$ cat config.mk
export PLATFORM = sky130hd
export DESIGN_NAME = xm_write_seq
export DESIGN_NICKNAME = d
export VERILOG_FILES = /design/src/rtl/xm_write_pkg.sv /design/src/rtl/xm_region_cfg.sv /design/src/rtl/xm_strobe_timer.sv /design/src/rtl/xm_phase_cnt.sv /design/src/rtl/xm_write_seq.sv
export SDC_FILE = /design/constraint.sdc
export NUM_CORES = 1
export LEC_CHECK = 0
export BUFFER_PORTS_ARGS = -buffer_cell sky130_fd_sc_hd__clkbuf_2
export CORE_MARGIN = 1.5
export CORE_UTILIZATION = 40
export DETAILED_ROUTE_END_ITERATION = 12
export HOLD_SLACK_MARGIN = 0.05
export PLACE_DENSITY = 0.8
export SLEW_MARGIN = 20
export SYNTH_ARGS = -nofsm -noshare
export SYNTH_HDL_FRONTEND = slang
export SYNTH_SLANG_ARGS = --single-unit
$ cat constraint.sdc
create_clock -name clk -period 2.2 [get_ports clk]
set_input_delay 0.55 -clock clk [delete_from_list [all_inputs] [get_ports clk]]
set_output_delay 0.55 -clock clk [all_outputs]
set_load 0.1 [all_outputs]
$ cat src/rtl/xm_write_pkg.sv
package xm_write_pkg;
   typedef enum logic [2:0] {
      ST_IDLE,
      ST_SETUP,
      ST_STROBE,
      ST_REL,
      ST_HOLD,
      ST_GAP
   } xm_state_e;
endpackage

$ cat src/rtl/xm_region_cfg.sv
// Selects one region's configuration and decodes the region index to a one-hot select.
module xm_region_cfg #(
   parameter int NREG = 4,
   parameter int WSW  = 3,
   parameter int RSW  = 2
) (
   input  logic [NREG*WSW-1:0] cfg_wait,
   input  logic [NREG-1:0]     cfg_hold,
   input  logic [NREG-1:0]     cfg_ack_en,
   input  logic [RSW-1:0]      region,
   output logic [WSW-1:0]      wait_o,
   output logic                hold_o,
   output logic                ack_en_o,
   output logic [NREG-1:0]     sel_onehot
);
   logic [WSW-1:0] wait_arr [NREG];

   for (genvar i = 0; i < NREG; i++) begin : g_reg
      assign wait_arr[i]   = cfg_wait[i*WSW +: WSW];
      assign sel_onehot[i] = (region == RSW'(i));
   end

   assign wait_o   = wait_arr[region];
   assign hold_o   = cfg_hold[region];
   assign ack_en_o = cfg_ack_en[region];
endmodule

$ cat src/rtl/xm_strobe_timer.sv
// Times the low phase of the write strobe, including wait states and acknowledge sampling.
module xm_strobe_timer #(
   parameter int WSW         = 3,
   parameter bit ACK_SUPPORT = 1'b1
) (
   input  logic           clk,
   input  logic           rst_n,
   input  logic           load,
   input  logic           tick,
   input  logic [WSW-1:0] wait_cnt,
   input  logic           ack_en,
   input  logic           ack_i,
   output logic           last
);
   localparam int CW = WSW + 2;

   logic [CW-1:0] cnt_q;
   logic          await_q;
   logic [CW-1:0] base_fixed;

   // 2W+1: remaining cycles after the first strobe cycle, no acknowledge
   assign base_fixed = {1'b0, wait_cnt, 1'b1};

   if (ACK_SUPPORT) begin : g_ack
      logic [CW-1:0] base_ack;
      // 2W-1: count down to the first sample point at strobe cycle 2W
      assign base_ack = {1'b0, wait_cnt, 1'b0} - CW'(1);

      always_ff @(posedge clk or negedge rst_n) begin
         if (!rst_n) begin
            cnt_q   <= '0;
            await_q <= 1'b0;
         end else if (load) begin
            if (ack_en) begin
               if (wait_cnt == '0) begin
                  await_q <= !ack_i;
                  cnt_q   <= ack_i ? CW'(3) : CW'(1);
               end else begin
                  await_q <= 1'b1;
                  cnt_q   <= base_ack;
               end
            end else begin
               await_q <= 1'b0;
               cnt_q   <= base_fixed;
            end
         end else if (tick) begin
            if (cnt_q != '0) begin
               cnt_q <= cnt_q - CW'(1);
            end else if (await_q) begin
               if (ack_i) begin
                  cnt_q   <= CW'(3);
                  await_q <= 1'b0;
               end else begin
                  cnt_q <= CW'(1);
               end
            end
         end
      end
   end else begin : g_noack
      logic unused_ack;
      assign unused_ack = ack_en ^ ack_i;

      always_ff @(posedge clk or negedge rst_n) begin
         if (!rst_n) begin
            cnt_q <= '0;
         end else if (load) begin
            cnt_q <= base_fixed;
         end else if (tick && cnt_q != '0) begin
            cnt_q <= cnt_q - CW'(1);
         end
      end
      assign await_q = 1'b0;
   end

   assign last = (cnt_q == '0) && !await_q;
endmodule

$ cat src/rtl/xm_phase_cnt.sv
// Small loadable down counter that times the release, hold and turnaround phases.
module xm_phase_cnt #(
   parameter int CW = 2
) (
   input  logic          clk,
   input  logic          rst_n,
   input  logic          load,
   input  logic [CW-1:0] load_val,
   input  logic          dec,
   output logic          zero
);
   logic [CW-1:0] cnt_q;

   always_ff @(posedge clk or negedge rst_n) begin
      if (!rst_n) begin
         cnt_q <= '0;
      end else if (load) begin
         cnt_q <= load_val;
      end else if (dec && cnt_q != '0) begin
         cnt_q <= cnt_q - CW'(1);
      end
   end

   assign zero = (cnt_q == '0);
endmodule

$ cat src/rtl/xm_write_seq.sv
module xm_write_seq #(
   parameter int AW          = 16,
   parameter int DW          = 16,
   parameter int NREG        = 4,
   parameter int WSW         = 3,
   parameter int TURN_H      = 2,
   parameter bit ACK_SUPPORT = 1'b1,
   parameter int RSW         = (NREG > 1) ? $clog2(NREG) : 1
) (
   input  logic                clk,
   input  logic                rst_n,
   input  logic [NREG*WSW-1:0] cfg_wait,
   input  logic [NREG-1:0]     cfg_hold,
   input  logic [NREG-1:0]     cfg_ack_en,
   input  logic                req_valid,
   output logic                req_ready,
   input  logic [RSW-1:0]      req_region,
   input  logic [AW-1:0]       req_addr,
   input  logic [DW-1:0]       req_data,
   input  logic                ack_i,
   output logic [NREG-1:0]     mem_sel_n,
   output logic [AW-1:0]       addr_o,
   output logic                wr_n,
   output logic [DW-1:0]       data_o,
   output logic                data_oe,
   output logic                done
);
   import xm_write_pkg::*;

   localparam int PCW = $clog2(TURN_H + 2);

   if (NREG < 2 || (NREG & (NREG - 1)) != 0) begin : g_chk_nreg
      $error("NREG must be a power of two of at least 2");
   end
   if (RSW != $clog2(NREG)) begin : g_chk_rsw
      $error("RSW must equal clog2(NREG)");
   end
   if (WSW < 1 || WSW > 8) begin : g_chk_wsw
      $error("WSW must lie in 1..8");
   end
   if (TURN_H < 1) begin : g_chk_turn
      $error("TURN_H must be at least 1");
   end
   if (AW < 1 || DW < 1) begin : g_chk_bus
      $error("bus widths must be positive");
   end

   xm_state_e      state_q, state_d;
   logic [AW-1:0]  addr_q;
   logic [DW-1:0]  data_q;
   logic [NREG-1:0] sel_q;
   logic [WSW-1:0] wait_q;
   logic           hold_q, ack_en_q, done_q;

   logic [WSW-1:0]  cfg_w;
   logic            cfg_h, cfg_a;
   logic [NREG-1:0] cfg_sel;
   logic            accept, strobe_last, ph_zero, ph_load;
   logic [PCW-1:0]  ph_val;

   xm_region_cfg #(.NREG(NREG), .WSW(WSW), .RSW(RSW)) u_cfg (
      .cfg_wait   (cfg_wait),
      .cfg_hold   (cfg_hold),
      .cfg_ack_en (cfg_ack_en),
      .region     (req_region),
      .wait_o     (cfg_w),
      .hold_o     (cfg_h),
      .ack_en_o   (cfg_a),
      .sel_onehot (cfg_sel)
   );

   xm_strobe_timer #(.WSW(WSW), .ACK_SUPPORT(ACK_SUPPORT)) u_timer (
      .clk      (clk),
      .rst_n    (rst_n),
      .load     (state_q == ST_SETUP),
      .tick     (state_q == ST_STROBE),
      .wait_cnt (wait_q),
      .ack_en   (ack_en_q),
      .ack_i    (ack_i),
      .last     (strobe_last)
   );

   assign ph_load = (state_q == ST_REL) || (state_q == ST_HOLD && ph_zero);
   assign ph_val  = (state_q == ST_REL && hold_q) ? PCW'(1) : PCW'(TURN_H - 1);

   xm_phase_cnt #(.CW(PCW)) u_phase (
      .clk      (clk),
      .rst_n    (rst_n),
      .load     (ph_load),
      .load_val (ph_val),
      .dec      (state_q == ST_HOLD || state_q == ST_GAP),
      .zero     (ph_zero)
   );

   assign req_ready = (state_q == ST_IDLE);
   assign accept    = req_valid && req_ready;

   always_comb begin
      state_d = state_q;
      unique case (state_q)
         ST_IDLE:   if (accept) state_d = ST_SETUP;
         ST_SETUP:  state_d = ST_STROBE;
         ST_STROBE: if (strobe_last) state_d = ST_REL;
         ST_REL:    state_d = hold_q ? ST_HOLD : ST_GAP;
         ST_HOLD:   if (ph_zero) state_d = ST_GAP;
         ST_GAP:    if (ph_zero) state_d = ST_IDLE;
         default:   state_d = ST_IDLE;
      endcase
   end

   always_ff @(posedge clk or negedge rst_n) begin
      if (!rst_n) begin
         state_q  <= ST_IDLE;
         done_q   <= 1'b0;
      end else begin
         state_q  <= state_d;
         done_q   <= (state_d == ST_GAP) && (state_q != ST_GAP);
      end
   end

   always_ff @(posedge clk or negedge rst_n) begin
      if (!rst_n) begin
         addr_q   <= '0;
         data_q   <= '0;
         sel_q    <= '0;
         wait_q   <= '0;
         hold_q   <= 1'b0;
         ack_en_q <= 1'b0;
      end else if (accept) begin
         addr_q   <= req_addr;
         data_q   <= req_data;
         sel_q    <= cfg_sel;
         wait_q   <= cfg_w;
         hold_q   <= cfg_h;
         ack_en_q <= cfg_a;
      end
   end

   assign mem_sel_n = (state_q == ST_SETUP || state_q == ST_STROBE || state_q == ST_REL)
                      ? ~sel_q : '1;
   assign wr_n      = (state_q != ST_STROBE);
   assign data_oe   = (state_q == ST_STROBE || state_q == ST_REL || state_q == ST_HOLD);
   assign addr_o    = addr_q;
   assign data_o    = data_q;
   assign done      = done_q;
endmodule

==> run metrics <==
status=finished clean; largest net degree at the start of global routing=54; Fin. Hold Viols=0; I/O Buffers=97; synthesized area=about 0.0025 sq mm; worst reg2reg setup slack=roughly 360 ps; critical path type=register to output pin; Sink Count=53; post-DP HPWL=approximately 4400 microns; layout cell share with drive strength beyond 1=33.3%; startpoint types=register; synth warn=0; diode count=0; buffers inserted by post-CTS timing repair=0; Root Driver=clkbuf_8; Hold Worst Slack=around 350 ps; TritonRoute pass-1 iters=6; clock skew=between 6 and 7 ps; Synth Area in Compound Gates=6.71%; Finished Cell Area=approximately 0.0032 sq mm; Multi-input gate area=around 0.0011 sq mm; Sum Neg Setup Slack=0 ps; GRT overflow=0; max-slew violations=0; RR Endpoint=u_timer.cnt_q[1]$_DFFE_PN0P_; initial DRC count=between 70 and 80; WL per Instance=roughly 13 microns; Cell variety after synth=38; CTS tree=built; worst hold path type=primary input to async pin; WL final=5910 microns; Synth Net Count=339; DRC errors left=0; reg2reg start=u_timer.cnt_q[0]$_DFFE_PN0P_; worst skew pair latency=just over 300 ps; final net count=432; CP max FO=8; most common cell after layout, fill and taps aside=nand2_1; Crit. End Element=output pin; pin slew with the least headroom to its limit=around 660 ps; vias in the first global route=between 2000 and 2500; initial antenna violation count=0; #FFs+latches synth=53; clk buf depth=2; XOR/XNOR Fraction of Synth Area=0%; full die area=~0.0067 sq mm; Post-DP Area=just over 0.003 sq mm; worst r2r path cells=6; die width=81.8 microns; Area growth, synth to finish=30.4%; main combinational cell family by area after synthesis=simple AND/OR/NAND/NOR gates; Vias/cell=roughly 4.9; Vias=approximately 2200; RSZ-0062 raised after global routing=no; most frequent cells in the layout=129 x nand2_1, 91 x clkbuf_2, 52 x dfrtp_1; Final Cycle Share=between 90 and 100%; Seq/Total Area, Yosys=53.5%; num rows=28; core area=0.00596 sq mm; mux share of post-synthesis cell area=~6.2%; Filler Cells Inserted=roughly 550; H-tree depth=2; Setup violations, final=0; Reg clk slew, reported paths=about 100 ps; Final Util=between 50 and 60%; Initial Util=between 40% and 50%; Period minus WS final=2070 ps; overall die height=81.8 microns; Placer Congestion=0.847; Max-Cap Viols=0; Max Freq=about 480 MHz; synthesized netlist cell count=around 280; register area=between 0.001 and 0.0015 sq mm; Avg Cell Area, Syn=approximately 9.0 sq um; CTS buffer count=5; first-pass GRT wire length=between 9000 and 10000 microns; Worst Path Required=about 1700 ps; Simple-Gate Fraction of Synth Area=a little over a quarter; IO Count=approximately 100; antenna-violating nets left=0; adder-cell share of the synthesized area=approximately 2.5%; Critical Path AT=roughly 1500 ps; Rel. slew slack=55.7%; total track usage=a little under a fifth
[kinds of logic after synthesis]
group,Yosys count
DFF,53
and+or+nand+nor,160
buffers and inverters,25
muxes,9
AOI/OAI and AO/OA,24
adders and majority gates,5
[state kept, by name, summed over array words and instances, names as in the netlist]
signal / count
ack_en_q: 1
addr_o: 16
data_o: 16
done: 1
hold_q: 1
sel_q: 4
state_q: 3
u_phase.cnt_q: 2
u_timer.await_q: 1
u_timer.cnt_q: 5
wait_q: 3
[stage by stage]
stage	setup slack (ps)	cells
detailed placement	343	437
CTS	52.0	444
floorplan	168	276
global route	33.9	444
finish	127	444
global placement	382	437
[final cells by class]
class | count | area share (%)
Tap cell | 75 | 2.90
Sequential cell | 53 | 41.0
Inverter | 11 | 1.28
Multi-Input combinational cell | 198 | 33.3
Clock buffer | 5 | 2.13
Timing Repair Buffer | 100 | 18.1
Clock inverter | 2 | 1.20
[worst max path at each step]
stage	to	slack [ps]	depth (start not counted)	from
2_1_floorplan	mem_sel_n[0]	170	3	state_q[2]$_DFF_PN0_
3_3_place_gp	wr_n	380	3	state_q[2]$_DFF_PN0_
3_5_place_dp	wr_n	340	3	state_q[2]$_DFF_PN0_
4_1_cts	mem_sel_n[3]	50	4	state_q[0]$_DFF_PN0_
5_1_grt	wr_n	30	3	state_q[0]$_DFF_PN0_
6_report	wr_n	130	3	state_q[0]$_DFF_PN0_
[metal layers]
layer  GRT usage [%]  vias to the layer above  share of wire [%]
li1                -                     1073                  -
met1            22.2                     1017                 43
met2            32.1                       63                 51
met4            8.64                        0                1.5
met5               0                        -                  0
met3            4.33                       12                5.3
[synthesized netlist by cell type, drive strengths merged]
master	instances	area, sq um
a31oi	1	6.26
dfrtp	53	1330
and2	2	12.5
nand3b	4	30.0
nand3	2	10.0
o31ai	2	15.0
nand2	129	484
nor3b	2	20.0
a31o	1	8.76
o22ai	1	6.26
nand2b	3	18.8
o311ai	2	17.5
nor3	3	15.0
a41oi	1	8.76
nor4b	1	8.76
mux2i	4	40.0
o221a	1	11.3
nor2	9	33.8
nor4bb	1	10.0
or4b	1	10.0
ha	5	62.6
mux4	5	113
a21o	1	7.51
inv	11	41.3
a21oi	4	20.0
o21ai	6	30.0
a311o	1	10.0
or4	1	11.3
a22o	1	8.76
a211oi	1	7.51
buf	4	17.5
clkbuf	10	37.5
o32ai	1	8.76
nor2b	2	12.5
[worst max-delay path: stages, from the launching register on]
cell	delay, ps
dfrtp_1	500
nor3b_2	300
inv_2	120
clkbuf_4	300
[repair_timing]
action                     in CTS  in global routing
hold endpoints to repair        0                  0
setup endpoints to repair       2                  2
resized for setup               2                  2
pin swaps                       0                  0
hold buffers                    0                  0
Power is left out: the tool's default activity adds up to more than one toggle a clock period on the data nets, which glitch-free logic cannot reach.
